--- src/rtl/evt_intr_pkg.sv ---
package evt_intr_pkg;
  localparam int DW     = 32;
  localparam int ADDR_W = 2;

  typedef enum logic [ADDR_W-1:0] {
    SEL_MGMT = 2'd0,
    SEL_MOD  = 2'd1,
    SEL_DEQ  = 2'd2,
    SEL_NONE = 2'd3
  } reg_sel_e;

  localparam int MGMT_PEND_BIT = 0;
  localparam int MGMT_EN_BIT   = 1;
endpackage

--- src/rtl/evt_mgmt_reg.sv ---
module evt_mgmt_reg
  import evt_intr_pkg::*;
(
  input  logic          clk,
  input  logic          rst_n,
  input  logic          wr_en,
  input  logic [DW-1:0] wdata,
  input  logic          set_pend,
  output logic          pend,
  output logic          en,
  output logic [DW-3:0] spare
);
  logic          pend_d, en_d, ce;
  logic [DW-3:0] spare_d;

  always_comb begin
    ce      = wr_en | set_pend;
    pend_d  = pend;
    en_d    = en;
    spare_d = spare;
    if (wr_en) begin
      en_d    = wdata[MGMT_EN_BIT];
      spare_d = wdata[DW-1:2];
      if (wdata[MGMT_PEND_BIT]) pend_d = 1'b0;
    end
    if (set_pend) pend_d = 1'b1;
  end

  always_ff @(posedge clk or negedge rst_n) begin
    if (!rst_n) begin
      pend  <= 1'b0;
      en    <= 1'b0;
      spare <= '0;
    end else if (ce) begin
      pend  <= pend_d;
      en    <= en_d;
      spare <= spare_d;
    end
  end

  AST_PEND_W1C: assert property (@(posedge clk) disable iff (!rst_n)
    (pend && wr_en && wdata[MGMT_PEND_BIT]) |=> !pend);
  AST_EN_WRITE: assert property (@(posedge clk) disable iff (!rst_n)
    wr_en |=> (en == $past(wdata[MGMT_EN_BIT])));
endmodule

--- src/rtl/evt_mod_timer.sv ---
module evt_mod_timer
  import evt_intr_pkg::*;
#(
  parameter int CNT_W          = 16,
  parameter int INTERVAL_RESET = 4000
) (
  input  logic             clk,
  input  logic             rst_n,
  input  logic             wr_en,
  input  logic [DW-1:0]    wdata,
  input  logic             tick,
  input  logic             reload,
  output logic [CNT_W-1:0] interval,
  output logic [CNT_W-1:0] count,
  output logic             zero
);
  localparam logic [CNT_W-1:0] IVL_INIT = CNT_W'(INTERVAL_RESET);

  logic [CNT_W-1:0] interval_d, count_d;
  logic             ce;

  assign zero = (count == '0);

  always_comb begin
    ce         = wr_en | reload | (tick & ~zero);
    interval_d = interval;
    count_d    = count;
    if (wr_en) begin
      interval_d = wdata[CNT_W-1:0];
      count_d    = wdata[2*CNT_W-1:CNT_W];
    end else if (reload) begin
      count_d    = interval;
    end else if (tick && !zero) begin
      count_d    = count - 1'b1;
    end
  end

  always_ff @(posedge clk or negedge rst_n) begin
    if (!rst_n) begin
      interval <= IVL_INIT;
      count    <= '0;
    end else if (ce) begin
      interval <= interval_d;
      count    <= count_d;
    end
  end

  AST_CNT_DEC: assert property (@(posedge clk) disable iff (!rst_n)
    (tick && !wr_en && !reload && count != '0) |=> (count == CNT_W'($past(count) - 1'b1)));
  AST_CNT_SATURATE: assert property (@(posedge clk) disable iff (!rst_n)
    (tick && !wr_en && !reload && count == '0) |=> (count == '0));
  AST_RELOAD_INTERVAL: assert property (@(posedge clk) disable iff (!rst_n)
    (reload && !wr_en) |=> (count == $past(interval)));
  AST_WRITE_WINS: assert property (@(posedge clk) disable iff (!rst_n)
    wr_en |=> (count == $past(wdata[2*CNT_W-1:CNT_W])));
endmodule

--- src/rtl/evt_deq_reg.sv ---
module evt_deq_reg
  import evt_intr_pkg::*;
#(
  parameter int SEG_W = 3
) (
  input  logic                clk,
  input  logic                rst_n,
  input  logic                wr_en,
  input  logic [DW-1:0]       wdata,
  input  logic                set_busy,
  output logic                busy,
  output logic [SEG_W-1:0]    seg,
  output logic [DW-SEG_W-2:0] hi
);
  localparam int BUSY_BIT = SEG_W;

  logic                busy_d, ce;
  logic [SEG_W-1:0]    seg_d;
  logic [DW-SEG_W-2:0] hi_d;

  always_comb begin
    ce     = wr_en | set_busy;
    busy_d = busy;
    seg_d  = seg;
    hi_d   = hi;
    if (wr_en) begin
      seg_d = wdata[SEG_W-1:0];
      hi_d  = wdata[DW-1:BUSY_BIT+1];
      if (wdata[BUSY_BIT]) busy_d = 1'b0;
    end
    if (set_busy) busy_d = 1'b1;
  end

  always_ff @(posedge clk or negedge rst_n) begin
    if (!rst_n) begin
      busy <= 1'b0;
      seg  <= '0;
      hi   <= '0;
    end else if (ce) begin
      busy <= busy_d;
      seg  <= seg_d;
      hi   <= hi_d;
    end
  end

  AST_BUSY_STICKY: assert property (@(posedge clk) disable iff (!rst_n)
    (busy && !(wr_en && wdata[BUSY_BIT])) |=> busy);
  AST_SEG_WRITE: assert property (@(posedge clk) disable iff (!rst_n)
    wr_en |=> (seg == $past(wdata[SEG_W-1:0])));
endmodule

--- src/rtl/evt_interrupter.sv ---
module evt_interrupter
  import evt_intr_pkg::*;
#(
  parameter int CNT_W          = 16,
  parameter int INTERVAL_RESET = 4000,
  parameter int SEG_W          = 3
) (
  input  logic              clk,
  input  logic              rst_n,
  input  logic              tick,
  input  logic              event_posted,
  input  logic              ring_nonempty,
  input  logic              reg_wr,
  input  logic [ADDR_W-1:0] reg_addr,
  input  logic [DW-1:0]     reg_wdata,
  output logic [DW-1:0]     reg_rdata,
  output logic              irq
);
  logic [1:0] rst_pipe;
  logic       rst_in_n;

  always_ff @(posedge clk or negedge rst_n) begin
    if (!rst_n) rst_pipe <= 2'b00;
    else        rst_pipe <= {rst_pipe[0], 1'b1};
  end
  assign rst_in_n = rst_pipe[1];

  reg_sel_e sel;
  logic     wr_mgmt, wr_mod, wr_deq;
  assign sel     = reg_sel_e'(reg_addr);
  assign wr_mgmt = reg_wr && (sel == SEL_MGMT);
  assign wr_mod  = reg_wr && (sel == SEL_MOD);
  assign wr_deq  = reg_wr && (sel == SEL_DEQ);

  logic                pend, en, busy, cnt_zero, fire, events_waiting;
  logic [DW-3:0]       mgmt_spare;
  logic [CNT_W-1:0]    interval, count;
  logic [SEG_W-1:0]    seg;
  logic [DW-SEG_W-2:0] deq_hi;

  assign events_waiting = ring_nonempty | event_posted;
  assign fire = cnt_zero & ~pend & en & ~busy & events_waiting;

  evt_mgmt_reg u_mgmt (
    .clk(clk), .rst_n(rst_in_n), .wr_en(wr_mgmt), .wdata(reg_wdata),
    .set_pend(fire), .pend(pend), .en(en), .spare(mgmt_spare)
  );

  evt_mod_timer #(.CNT_W(CNT_W), .INTERVAL_RESET(INTERVAL_RESET)) u_timer (
    .clk(clk), .rst_n(rst_in_n), .wr_en(wr_mod), .wdata(reg_wdata),
    .tick(tick), .reload(fire), .interval(interval), .count(count),
    .zero(cnt_zero)
  );

  evt_deq_reg #(.SEG_W(SEG_W)) u_deq (
    .clk(clk), .rst_n(rst_in_n), .wr_en(wr_deq), .wdata(reg_wdata),
    .set_busy(fire), .busy(busy), .seg(seg), .hi(deq_hi)
  );

  assign irq = pend & en;

  always_comb begin
    unique case (sel)
      SEL_MGMT: reg_rdata = {mgmt_spare, en, pend};
      SEL_MOD:  reg_rdata = DW'({count, interval});
      SEL_DEQ:  reg_rdata = {deq_hi, busy, seg};
      default:  reg_rdata = '0;
    endcase
  end

  AST_FIRE_SETS_FLAGS: assert property (@(posedge clk) disable iff (!rst_in_n)
    fire |=> (pend && busy && irq));
  AST_PEND_RISE_GATED: assert property (@(posedge clk) disable iff (!rst_in_n)
    $rose(pend) |-> $past(en && !busy && cnt_zero && events_waiting));
endmodule

--- config.mk ---
export PLATFORM = sky130hd
export DESIGN_NAME = evt_interrupter
export DESIGN_NICKNAME = d
export VERILOG_FILES = /design/src/rtl/evt_intr_pkg.sv /design/src/rtl/evt_mgmt_reg.sv /design/src/rtl/evt_mod_timer.sv /design/src/rtl/evt_deq_reg.sv /design/src/rtl/evt_interrupter.sv
export SDC_FILE = /design/constraint.sdc
export NUM_CORES = 1
export LEC_CHECK = 0
export BUFFER_PORTS_ARGS = -buffer_cell sky130_fd_sc_hd__buf_4
export CAP_MARGIN = 20
export CORE_MARGIN = 1
export CORE_UTILIZATION = 55
export DETAILED_ROUTE_END_ITERATION = 8
export PLACE_DENSITY = 0.86
export SLEW_MARGIN = 20
export SYNTH_ARGS = -nofsm -noshare
export SYNTH_HDL_FRONTEND = slang
export SYNTH_HIERARCHICAL = 1
export SYNTH_SLANG_ARGS = --single-unit
--- constraint.sdc ---
create_clock -name clk -period 4.21 [get_ports clk]
set_input_delay 0.842 -clock clk [delete_from_list [all_inputs] [get_ports clk]]
set_output_delay 0.842 -clock clk [all_outputs]
set_load 0.05 [all_outputs]
**Yosys cells after proc, flatten, opt, wreduce, memory -nomap -nowiden**

Cells that the tools add are included.

- Register bits after elaboration: 98
- Bits of input ports: 40
- Logic and storage cells: 54

- $add $sub $neg: 1
- Equality and inequality tests: 2
- Multiplexer cells: 10
- Bitwise gates (word level): 14
- Reductions and logical operators: 18

Operators by type and width:

| cell | count |
|---|---|
| $pmux W32 S3 | 1 |
| $mux W16 | 3 |
| $logic_not A16 Y1 | 1 |
| $sub A16 B1 Y16 const B | 1 |
| $reduce_and A2 Y1 | 4 |
| $reduce_bool A2 Y1 | 4 |
| $and A1 B1 Y1 | 6 |
| $mux W1 | 6 |
| $reduce_and A3 Y1 | 2 |
| $or A1 B1 Y1 | 5 |
| $logic_and A1 B1 Y1 | 4 |
| $not A1 Y1 | 3 |
| $reduce_bool A3 Y1 | 1 |
| $eq A2 B1 Y1 const B | 1 |
| $eq A2 B2 Y1 const B | 1 |
| $logic_not A2 Y1 | 1 |
| $logic_not A1 Y1 | 1 |

**Depth between registers and ports, before layout**

- Word-level depth: 8
- Gate-level depth with buffers: 12

**Modules after synthesis**

Netlist, hierarchy kept.

Modules (own cells, without submodules):

| module | times used | cells an instance | area an instance (sq um) |
|---|---|---|---|
| evt_mod_timer | 1 | 184 | 1850.5 |
| evt_deq_reg | 1 | 69 | 1341.3 |
| evt_mgmt_reg | 1 | 69 | 1341.3 |
| evt_interrupter | 1 | 86 | 827.0 |

**Worst setup path after synthesis**

Ideal clock, no wire load.

- Path kind: register -> register
- Start: reg u_timer.count[0]
- End: reg u_timer.count[10]
- Library setup time: 0.101 ns
- Arrival time: 2.876 ns
- Data required time: 4.109 ns
- Slack: 1.233 ns
- Stages on the path, launching flop included: 12
- Path buffers: 2
- Cell sequence: dfrtp_1 > inv_1 > ha_1 > or3b_2 > nor4_1 > nor4bb_1 > o21a_1 > clkbuf_1 > clkbuf_1 > nor3_1 > o21a_1 > nor4_1

- Cells in the longest elaborated chain, start to end: 8
- Elaborated cells on any way between the ends: 17
- Classes of those cells: add/sub (1); mux (3); bitwise (8); reduce/logical (5)

RTL lines:

| element | line | RTL |
|---|---|---|
| from (decl) | evt_mod_timer.sv:14 | `output logic [CNT_W-1:0] count,` |
| from (signal assigned) | evt_mod_timer.sv:44 | `count <= count_d;` |
| $logic_not A16 Y1 * | evt_mod_timer.sv:22 | `assign zero = (count == '0);` |
| net cnt_zero | evt_interrupter.sv:35 | `logic pend, en, busy, cnt_zero, fire, events_waiting;` |
| $and A1 B1 Y1 * (4 in a row) | evt_interrupter.sv:42 | `assign fire = cnt_zero & ~pend & en & ~busy & events_waiting;` |
| net fire | evt_interrupter.sv:35 |  |
| $or A1 B1 Y1 (2 in a row) | evt_mod_timer.sv:25 | `ce = wr_en \| reload \| (tick & ~zero);` |
| $reduce_and A2 Y1 (no line) | - |  |

The timed path passes the listed nets; every way through them passes the cells marked *. The select of a mux whose other input is x is not followed.
A chain may end at the register's enable or synchronous reset.

**Worst setup path in the final report**

- Start: reg u_timer.count[0]
- End: reg u_timer.count[14]

Same word-level chain as after synthesis.

==> results.toml <==
[run_status]
outcome = "completed"

[place]
numPortBuffers = 72
dpl_cell_area_um2 = 5870
place_ws_ns = 0.861
place_congestion = 0.913
dpl.hpwl_um = 8740
post-place-cells = 588

[routing]
vias = 3631
drt_iter0_drc = 197
ant_nets = 0
avgViaCountPerCell = 6.01
wl_per_cell_um = 21.1
firstDrtPassIters = 4
drt_wl_total_um = 12700
drc = 0

[yosys]
synth-async-reset-ratio = 1.00
synth_flop_cell = "dfrtp_1"
syn-num-nets = 449
synth_area_leader_cell = "dfrtp_1"
syn_area_um2 = 5360
yosysWarnings = 6
netlist.area_leader.share = 0.430
syn_area_per_cell_um2 = 13.1
synth_cell_types = 63
syn_inst = 408
ys_ff_latch = 98
yosys-top-cells-area = "dfrtp_1 (43%), mux2_4 (16%), mux2i_1 (6.2%)"
synth-seq-area-share = 0.459
synth-edff-count = 0

[clock_network]
cts_root_buf = "clkbuf_8"
post-cts-setup-buffers = 0
clock_path_buffers = 2
clkSlewWorstSetupHoldPaths_ns = 0.10
cts_buffers = 9
cts_tree = "built"
htree_levels = 3
cts-resized-gates = 0
clk_latency_ns = 0.36
holdBufCountCts = 0
clkSinkCount = 98

[sta]
rsz0062_at_grt = "false"
drv_slew = 0
period_needed_ns = 3.38
worst_pin_slew_ns = 1.09
hold_viol_final = 0
finalCritPeriodShare = 0.803
fmax_mhz = 296
holdWs_ns = 0.241
setup_tns_ns = 0
skew_ns = 0.00953
setup_slack_ns = 0.828
setup_viol = 0
slew-limit-headroom = 0.265

[die]
fp.dieW_um = 101
rows = 35
initial_utilization = 0.575
die_height_um = 101
core_area_um2 = 9330
die_area_um2 = 10100
io_pins = 73

[layout]
fin_util = 0.653
final_layout_size_suffix_gt1_frac = 0.419
mostFrequentLayoutCells = "dfrtp_1 (91), buf_4 (78), mux2_4 (58)"
layoutNonFillerInstCount = 604
nFillCells = 742
layout.nets = 511
syn2layout_area_growth_pct = 13.6
final_common_cell = "dfrtp_1"
final_cell_area_um2 = 6090
diodes = 0

[critical_path]
crit_required_ns = 4.45
worstSetupEndpointType = "register"
slowest_delay_ns = 0.53
start_kind = "register"
path_class = "register to register"
cpMostUsedCell = "or3b_2"
critical-path-slowest-cell = "or3b_2"
crit_fanout = 16
arrival_ns = 3.62
crit_chain = "inv_1 > ha_1 > or3b_2 > nor4_1 > nor4bb_1 > o21a_1 > buf_4 > or3b_2 > o21ai_0 > a41o_1 > a221oi_1"

[grt]
grt_first_pass_wirelength_um = 20400
grt_usage = 0.262
grt_pass1_vias = 3803
overflow = 0
antenna_found_initial = 0
grt_max_degree = 66

[pwr]
power_mw = 2.84
irDropWorstVdd_mv = 0.337
p_leak_nw = 2.72
power_density_nw_per_um2 = 467

[run]
maxCapViolCount = 0

[hold_path]
hp-class = "input pin to asynchronous set/reset pin"
layout make-up:
type | instances | area [um2] | share of cell area
Tap cell | 129 | 161 | 0.0265
Inverter | 6 | 22.5 | 0.00370
Sequential cell | 98 | 2460 | 0.404
Multi-Input combinational cell | 275 | 2590 | 0.426
Clock buffer | 10 | 138 | 0.0226
Timing Repair Buffer | 80 | 626 | 0.103
Clock inverter | 6 | 87.6 | 0.0144
Yosys cell counts (5+ instances only):
cell type,instances
a21oi_1,9
buf_12,6
buf_6,9
clkbuf_1,8
dfrtp_1,92
dfstp_2,6
inv_1,5
mux2_2,20
mux2_4,58
mux2i_1,33
nand2_1,16
nor2_1,5
nor3_1,8
nor4_1,7
o21ai_0,8
o22ai_1,9
o2bb2ai_1,35
or4_1,5
worst paths after layout:
path | start | endpoint | slack (ns) | depth (start not counted)
worst max-delay path | u_timer/count[0] | u_timer/count[14] | 0.83 | 11
worst min-delay path | rst_n | rst_pipe[1] | 0.24 | 1
worst max register to register | u_timer/count[0] | u_timer/count[14] | 0.83 | 11
worst min register to register | rst_pipe[0] | rst_pipe[1] | 0.36 | 0
max in group asynchronous | rst_pipe[1] | u_timer/interval[13] | 2.80 | 1
min in group clk | rst_pipe[0] | rst_pipe[1] | 0.36 | 0
routing by layer:
| layer | vias up | track usage | routed length, um |
|---|---|---|---|
| li1 | 1675 | - | - |
| met1 | 1839 | 0.356 | 5670 |
| met3 | 13 | 0.0513 | 619 |
| met4 | 0 | 0.0647 | 168 |
| met2 | 104 | 0.435 | 6260 |
| met5 | - | 0 | 0 |
registers in the layout (all words and copies together) (netlist names):
| signal | count |
|---|---|
| u_mgmt/spare | 30 |
| u_deq/busy | 1 |
| u_mgmt/pend | 1 |
| u_timer/count | 16 |
| u_timer/interval | 16 |
| u_deq/seg | 3 |
| rst_pipe | 2 |
| u_deq/hi | 28 |
| u_mgmt/en | 1 |
power breakdown:
| group | switching [mW] | total, mW | leakage [nW] | internal (mW) |
|---|---|---|---|---|
| Clock | 0.332 | 0.685 | 0.117 | 0.354 |
| Sequential | 0.185 | 1.32 | 1.16 | 1.13 |
| Combinational | 0.443 | 0.841 | 1.44 | 0.398 |
| Total | 0.959 | 2.84 | 2.72 | 1.88 |
critical path, delay by kind of cell (launching register included):
kind                     cells  cell delay [ns]
flip-flops                   1             0.44
buffers and inverters        2             0.37
AND/OR/NAND/NOR              4             1.59
AO/OA/AOI/OAI                4             0.68
adder cells (fa/ha/maj)      1             0.19
kinds of logic after synthesis:
group	Yosys count	synth area share
flip-flops	98	0.459
multiplexers	111	0.266
AND/OR/NAND/NOR	68	0.0740
other	1	0.000700
AO/OA/AOI/OAI	92	0.136
XOR/XNOR	2	0.00327
adder cells (fa/ha/maj)	1	0.00233
buffers and inverters	35	0.0586
Note: power is estimated with default switching activity, not from simulation.
